## config.mk

```make
export PLATFORM = sky130hd
export DESIGN_NAME = urx_dma_unload
export DESIGN_NICKNAME = d
export VERILOG_FILES = /design/src/rtl/urx_pkg.sv /design/src/rtl/urx_datapath.sv /design/src/rtl/urx_control.sv /design/src/rtl/urx_dma_unload.sv
export SDC_FILE = /design/constraint.sdc
export NUM_CORES = 1
export LEC_CHECK = 0
export BUFFER_PORTS_ARGS = -buffer_cell sky130_fd_sc_hd__buf_2
export CORE_MARGIN = 4
export CORE_UTILIZATION = 51
export CTS_CLUSTER_SIZE = 10
export DETAILED_ROUTE_END_ITERATION = 10
export PLACE_DENSITY = 0.71
export SLEW_MARGIN = 5
export SYNTH_ARGS = -nofsm -noshare
export SYNTH_HDL_FRONTEND = slang
export SYNTH_SLANG_ARGS = --single-unit
```

## constraint.sdc

```tcl
create_clock -name clk -period 5.36 [get_ports clk]
set_clock_uncertainty 0.05 [all_clocks]
set_input_delay 0.804 -clock clk [delete_from_list [all_inputs] [get_ports clk]]
set_output_delay 0.804 -clock clk [all_outputs]
set_load 0.005 [all_outputs]
```

## src/rtl/urx_pkg.sv

```systemverilog
package urx_pkg;
  typedef struct packed {
    logic wrByte;
    logic latchPkt;
    logic dmaPop;
    logic pioPop;
  } urxStrobe_t;
endpackage

```

## src/rtl/urx_datapath.sv

```systemverilog
module urx_datapath
  import urx_pkg::*;
#(
  parameter int BUF_BYTES = 64,
  parameter int LEN_W = $clog2(BUF_BYTES + 1)
) (
  input  logic             clk,
  input  logic             rstN,
  input  urxStrobe_t       st,
  input  logic [7:0]       inWrData,
  output logic [LEN_W-1:0] pktLen,
  output logic [LEN_W-1:0] pendBytes,
  output logic [31:0]      wordData,
  output logic [7:0]       byteData
);
  localparam int IDX_W = $clog2(BUF_BYTES);
  localparam int PTR_W = LEN_W + 1;

  logic [7:0]       mem [BUF_BYTES];
  logic [LEN_W-1:0] wrPtr;
  logic [PTR_W-1:0] rdPtr;
  logic [PTR_W-1:0] lenWide;

  assign lenWide = {1'b0, pktLen};

  always_ff @(posedge clk) begin
    if (st.wrByte && wrPtr < LEN_W'(BUF_BYTES))
      mem[wrPtr[IDX_W-1:0]] <= inWrData;
  end

  always_ff @(posedge clk or negedge rstN) begin
    if (!rstN) begin
      wrPtr  <= '0;
      rdPtr  <= '0;
      pktLen <= '0;
    end else begin
      if (st.latchPkt) begin
        pktLen <= wrPtr;
        wrPtr  <= '0;
        rdPtr  <= '0;
      end else begin
        if (st.wrByte && wrPtr < LEN_W'(BUF_BYTES))
          wrPtr <= wrPtr + 1'b1;
        if (st.dmaPop)
          rdPtr <= rdPtr + PTR_W'(4);
        else if (st.pioPop)
          rdPtr <= rdPtr + 1'b1;
      end
    end
  end

  always_comb begin
    if (rdPtr < lenWide) pendBytes = LEN_W'(lenWide - rdPtr);
    else                 pendBytes = '0;
  end

  for (genvar k = 0; k < 4; k++) begin : g_lane
    logic [PTR_W-1:0] pos;
    assign pos = rdPtr + PTR_W'(k);
    assign wordData[8*k +: 8] = (pos < lenWide) ? mem[pos[IDX_W-1:0]] : 8'h00;
  end

  assign byteData = wordData[7:0];
endmodule

```

## src/rtl/urx_control.sv

```systemverilog
module urx_control
  import urx_pkg::*;
#(
  parameter int LEN_W = 7,
  parameter int XFER_W = 16,
  parameter int MIN_DMA_BYTES = 64
) (
  input  logic              clk,
  input  logic              rstN,
  input  logic              cfgDmaEn,
  input  logic              cfgIntMode,
  input  logic [LEN_W-1:0]  cfgMaxPkt,
  input  logic              cfgXferLoad,
  input  logic [XFER_W-1:0] cfgXferLen,
  input  logic              inWrEn,
  input  logic              inPktDone,
  input  logic              clrReady,
  input  logic              clrInt,
  input  logic              clrOvr,
  input  logic              pioRd,
  input  logic              dmaAck,
  input  logic [LEN_W-1:0]  pktLen,
  input  logic [LEN_W-1:0]  pendBytes,
  output urxStrobe_t        st,
  output logic              dmaReq,
  output logic              rxReady,
  output logic              ovrFlag,
  output logic              intOut
);
  logic [XFER_W-1:0] xferLeft;
  logic              xferOk;
  logic              intSts;
  logic              lastWord;
  logic              sameWords;
  logic              intSet;
  logic [LEN_W:0]    pktWords;
  logic [LEN_W:0]    maxWords;

  assign pktWords  = ({1'b0, pktLen} + (LEN_W+1)'(3)) >> 2;
  assign maxWords  = ({1'b0, cfgMaxPkt} + (LEN_W+1)'(3)) >> 2;
  assign sameWords = (pktWords == maxWords);
  assign lastWord  = (pendBytes != '0) && (pendBytes <= LEN_W'(4));

  assign dmaReq = cfgDmaEn && rxReady && (pendBytes != '0) && xferOk && (xferLeft != '0);

  always_comb begin
    st = '0;
    st.wrByte   = inWrEn && !rxReady;
    st.latchPkt = inPktDone && !rxReady;
    st.dmaPop   = dmaReq && dmaAck;
    st.pioPop   = pioRd && !st.dmaPop && rxReady && (pendBytes != '0);
  end

  assign intSet = st.dmaPop && (cfgIntMode ? (xferLeft <= XFER_W'(4)) : lastWord);

  always_ff @(posedge clk or negedge rstN) begin
    if (!rstN) begin
      rxReady  <= 1'b0;
      ovrFlag  <= 1'b0;
      intSts   <= 1'b0;
      xferLeft <= '0;
      xferOk   <= 1'b0;
    end else begin
      if (st.latchPkt)
        rxReady <= 1'b1;
      else if (clrReady || (st.dmaPop && lastWord && sameWords))
        rxReady <= 1'b0;

      if (inPktDone && rxReady) ovrFlag <= 1'b1;
      else if (clrOvr)          ovrFlag <= 1'b0;

      if (intSet)      intSts <= 1'b1;
      else if (clrInt) intSts <= 1'b0;

      if (cfgXferLoad) begin
        xferLeft <= cfgXferLen;
        xferOk   <= (cfgXferLen >= XFER_W'(MIN_DMA_BYTES));
      end else if (st.dmaPop) begin
        xferLeft <= (xferLeft > XFER_W'(4)) ? xferLeft - XFER_W'(4) : '0;
      end
    end
  end

  assign intOut = intSts || (rxReady && !cfgDmaEn);
endmodule

```

## src/rtl/urx_dma_unload.sv

```systemverilog
module urx_dma_unload
  import urx_pkg::*;
#(
  parameter int BUF_BYTES = 64,
  parameter int LEN_W = $clog2(BUF_BYTES + 1),
  parameter int XFER_W = 16,
  parameter int MIN_DMA_BYTES = 64
) (
  input  logic              clk,
  input  logic              rstN,
  input  logic              cfgDmaEn,
  input  logic              cfgIntMode,
  input  logic [LEN_W-1:0]  cfgMaxPkt,
  input  logic              cfgXferLoad,
  input  logic [XFER_W-1:0] cfgXferLen,
  input  logic              inWrEn,
  input  logic [7:0]        inWrData,
  input  logic              inPktDone,
  input  logic              clrReady,
  input  logic              clrInt,
  input  logic              clrOvr,
  input  logic              pioRd,
  output logic [7:0]        pioData,
  output logic              dmaReq,
  input  logic              dmaAck,
  output logic [31:0]       dmaData,
  output logic              rxReady,
  output logic              ovrFlag,
  output logic              intOut
);
  urxStrobe_t       st;
  logic [LEN_W-1:0] pktLen;
  logic [LEN_W-1:0] pendBytes;

  urx_control #(.LEN_W(LEN_W), .XFER_W(XFER_W), .MIN_DMA_BYTES(MIN_DMA_BYTES)) u_ctl (
    .clk(clk), .rstN(rstN), .cfgDmaEn(cfgDmaEn), .cfgIntMode(cfgIntMode),
    .cfgMaxPkt(cfgMaxPkt), .cfgXferLoad(cfgXferLoad), .cfgXferLen(cfgXferLen),
    .inWrEn(inWrEn), .inPktDone(inPktDone), .clrReady(clrReady), .clrInt(clrInt),
    .clrOvr(clrOvr), .pioRd(pioRd), .dmaAck(dmaAck), .pktLen(pktLen),
    .pendBytes(pendBytes), .st(st), .dmaReq(dmaReq), .rxReady(rxReady),
    .ovrFlag(ovrFlag), .intOut(intOut)
  );

  urx_datapath #(.BUF_BYTES(BUF_BYTES), .LEN_W(LEN_W)) u_dp (
    .clk(clk), .rstN(rstN), .st(st), .inWrData(inWrData), .pktLen(pktLen),
    .pendBytes(pendBytes), .wordData(dmaData), .byteData(pioData)
  );
endmodule

```

==> results.yml <==
setup_path:
  critPathSlowestCell: "dfrtp_4"
  cp.arrival_ns: 4.47
  crit_type: "register to output pin"
  path_buf_inv: 4
  worst_ep_required_time_ns: 4.51
  cp_slowest_stage_delay_ns: 0.62
  end_kind: "output pin"
  cp-start-kind: "register"
  worstPathMaxFanout: 43
  crit_path_cell_trace: "clkinvlp_4 -> ha_4 -> buf_4 -> buf_12 -> mux4_2 -> nand2_1 -> and3_1 -> a311oi_4 -> a31oi_1 -> a211oi_1 -> buf_2"
  path_delay_family: "compound AO/OA/AOI/OAI gates"
logic_synthesis:
  syn_nets: 2252
  ys_types: 71
  yosysSeqAreaShare_pct: 45.9
  synth_ff_type: "edfxtp_1"
  synth_edf_count: 512
  async_flop_share_pct: 7.58
  synth_warnings: 0
  postSynthRegisterBits: 554
  avgSynthCellArea_sq_um: 16.5
  synth_cells: 2167
  netlist_area_sq_mm: 0.0358
floorplanning:
  die_area_sq_mm: 0.0745
  fp-row-count: 96
  dieWidth_um: 273
  die_h_um: 273
  io_pins: 87
  coreArea_sq_mm: 0.0691
  start_util_pct: 51.8
placement:
  globalplace.congestion: 0.951
  dp_hpwl_mm: 74.5
  io_buffers: 86
detailed_routing:
  drc: 0
  vias_per_cell: 7.73
  first_iter_violations: 4466
  vias: 24723
  dr.pass1.iters: 7
  wl_mm: 116
  postRouteAntennaNets: 0
  wl_per_cell_um: 36.2
cells_and_area:
  areaGrowthSynthToFinish_pct: 10.7
  nets: 2324
  fillerInstances: 5150
  drive_above_1_share_pct: 40.9
global_routing:
  grt_overflow: 0
  grt_pass1_vias: 24158
  track_usage_pct: 30.9
  grt_max_degree: 134
  antenna_found_initial: 6
  grt_pass1_wl_mm: 167
min_path:
  min_path_type: "primary input to asynchronous set/reset pin"
timing:
  tns_ns: 0
  setup_viol_count_final: 0
  whs_ns: 0.310
  fmax_ghz: 0.188
  fin_crit_sh_pct: 99.3
  finalMaxSlewViolations: 0
  hold_viol: 0
  period_needed_ns: 5.32
  rsz0062_at_grt: "no"
  worst_slew_margin_rel_pct: 3.76
  tightest_slew_ns: 1.44
clock_network:
  clk_path_buf_depth: 3
  clock_sinks: 554
  clockRootBuffer: "clkbuf_16"
  path_clk_slew_ns: 0.06
  worstSkewPairLatency_ns: 0.62
  h-tree-depth: 3
  cts_hold_buf: 0
  cts_tree: "yes"
  cts_buffers: 69
pwr:
  internal_power_mw: 12.1
  p_sw_mw: 7.48
  power.density_mw_per_mm2: 494
  vdd.ir_drop.worst_mv: 0.362
  clock_power_share_pct: 21.6
  p_leak_nw: 12.8
  power_frac_seq_pct: 25.1
  comb_power_share_pct: 53.3
  p_sw_share_pct: 38.2
run:
  maxCapViolCount: 0
run_status:
  outcome: "finished clean"
-- synthesized netlist by cell type (all sizes together) (5+ instances only) --
library cell  count  area share (%)
a311oi           26            0.64
nand3b            7            0.15
nor3             12            0.17
nor4              7            0.12
nand2           187             2.0
a31oi            14            0.26
and3             17            0.30
o211ai           19            0.45
clkbuf           75            0.79
mux2i            64             1.8
ha               41             1.4
o21ai            45            0.65
a21oi            25            0.35
nand3            46            0.64
a221oi           15            0.37
a22oi             8            0.17
or3              10            0.17
mux4            592              37
a21o              5            0.10
buf             125             1.9
xor2             11            0.27
o21a              6            0.13
nor2b             8            0.14
dfrtp            42             2.9
xnor2            21            0.51
edfxtp          512              43
o22ai            19            0.33
inv              34            0.36
a211oi           13            0.29
nand4             5           0.087
nor2            104             1.1
nand2b            8            0.14
-- worst reg2reg max path, stage by stage (launching register included) --
cell	delay (ns)
dfrtp_1	0.62
buf_4	0.52
ha_1	0.42
a21o_1	0.20
a31oi_1	0.21
o21ai_2	0.31
nor2_4	0.25
o211ai_4	0.20
or3_1	0.58
o41ai_1	0.41
-- area by class of cell --
cell class,count,area [sq um],area share [%]
Inverter,35,135,0.341
Tap cell,931,1160,2.94
Clock buffer,79,1830,4.61
Clock inverter,19,134,0.338
Timing Repair Buffer,201,1500,3.78
Antenna cell,3,7.51,0.0189
Sequential cell,554,16400,41.5
Multi-Input combinational cell,1378,18400,46.5
-- registers in the layout (all words and copies together) (netlist names) --
| register | cells |
|---|---|
| u_dp.mem | 512 |
| u_ctl.xferLeft | 16 |
| u_dp.rdPtr | 8 |
| u_dp.pktLen | 7 |
| u_dp.wrPtr | 7 |
| u_ctl.intSts | 1 |
| u_ctl.ovrFlag | 1 |
| u_ctl.rxReady | 1 |
| u_ctl.xferOk | 1 |
-- what timing repair did --
| item | CTS | global route |
|---|---|---|
| resized for setup | 1 | 10 |
| gates cloned | 0 | 1 |
| setup buffers | 1 | 4 |
| endpoints found under the setup margin | 7 | 13 |
| pin swaps | 1 | 1 |
-- cells by family (layout without fill, tap and decap cells) --
group | after synthesis | count (layout) | synth area share, %
compound gates | 215 | 215 | 4.26
xor+xnor | 32 | 32 | 0.783
mux | 658 | 658 | 39.1
simple gates | 431 | 431 | 5.45
flops | 554 | 554 | 45.9
other cells | 0 | 3 | 0
buf+inv | 235 | 334 | 3.04
fa+ha+maj | 42 | 42 | 1.49
-- per-stage QoR --
step | setup WS, ns | area, sq um | total power, mW | utilization, % | instances
finish | 0.0384 | 39600 | 19.6 | 57.4 | 3200
global route | 0.00610 | 39600 | 20.3 | 57.4 | 3197
CTS | 0.00291 | 39500 | 19.3 | 57.2 | 3192
floorplan | 0.506 | 35800 | 12.0 | - | 2167
detailed placement | 0.557 | 37500 | 15.1 | 54.4 | 3093
global placement | 0.592 | 37500 | 14.9 | 54.4 | 3093
-- routing by layer --
layer | GRT usage (%) | routed length (um) | up-vias
li1 | - | - | 9415
met1 | 40.6 | 38500 | 12621
met2 | 46.2 | 52400 | 2314
met3 | 11.0 | 18000 | 365
met4 | 15.8 | 6850 | 8
met5 | 0 | 148 | -
-- power by group through the flow --
stage	logic [mW]	registers, mW	clock network [mW]
final	10.5	4.93	4.23
after global routing	10.9	4.93	4.47
after CTS	10.1	4.91	4.27
after detailed placement	10.1	5.00	0
after global placement	9.93	4.99	0
after floorplan	7.10	4.92	0
-- cells in the final DEF, fill, tap and decap left out, types with 9 or more instances in the layout --
master | synthesis | layout
mux2i_1 | 64 | 63
clkbuf_16 | 0 | 73
o22ai_1 | 19 | 19
clkinv_1 | 1 | 9
a311oi_1 | 26 | 23
or3_1 | 10 | 10
ha_1 | 41 | 39
buf_4 | 27 | 98
xnor2_1 | 21 | 13
nand2_1 | 187 | 187
o21ai_0 | 42 | 42
dfrtp_1 | 42 | 39
mux4_2 | 592 | 592
buf_2 | 78 | 86
xor2_1 | 11 | 10
inv_1 | 30 | 29
nand3_1 | 46 | 46
a31oi_1 | 13 | 13
nor2_1 | 103 | 100
buf_12 | 0 | 12
edfxtp_1 | 512 | 512
and3_1 | 17 | 17
a21oi_1 | 25 | 25
o211ai_1 | 17 | 17
nor3_1 | 12 | 12
a221oi_1 | 15 | 15
a211oi_1 | 12 | 11
-- worst paths after layout --
check	slack, ns	cells after the start	to	startpoint
worst max register to register	1.45	9	u_ctl.xferLeft[11]$_DFFE_PN0P_	u_dp.rdPtr[3]$_DFFE_PN0P_
worst max-delay path	0.04	11	dmaData[12]	u_dp.rdPtr[0]$_DFFE_PN0P_
worst min register to register	0.49	2	u_ctl.ovrFlag$_DFFE_PN0P_	u_ctl.ovrFlag$_DFFE_PN0P_
max in group asynchronous	4.19	1	u_dp.rdPtr[0]$_DFFE_PN0P_	rstN
worst min-delay path	0.31	1	u_ctl.xferLeft[3]$_DFFE_PN0P_	rstN
min in group clk	0.33	2	u_ctl.ovrFlag$_DFFE_PN0P_	clrOvr
Power figures use the tool's default switching activity.
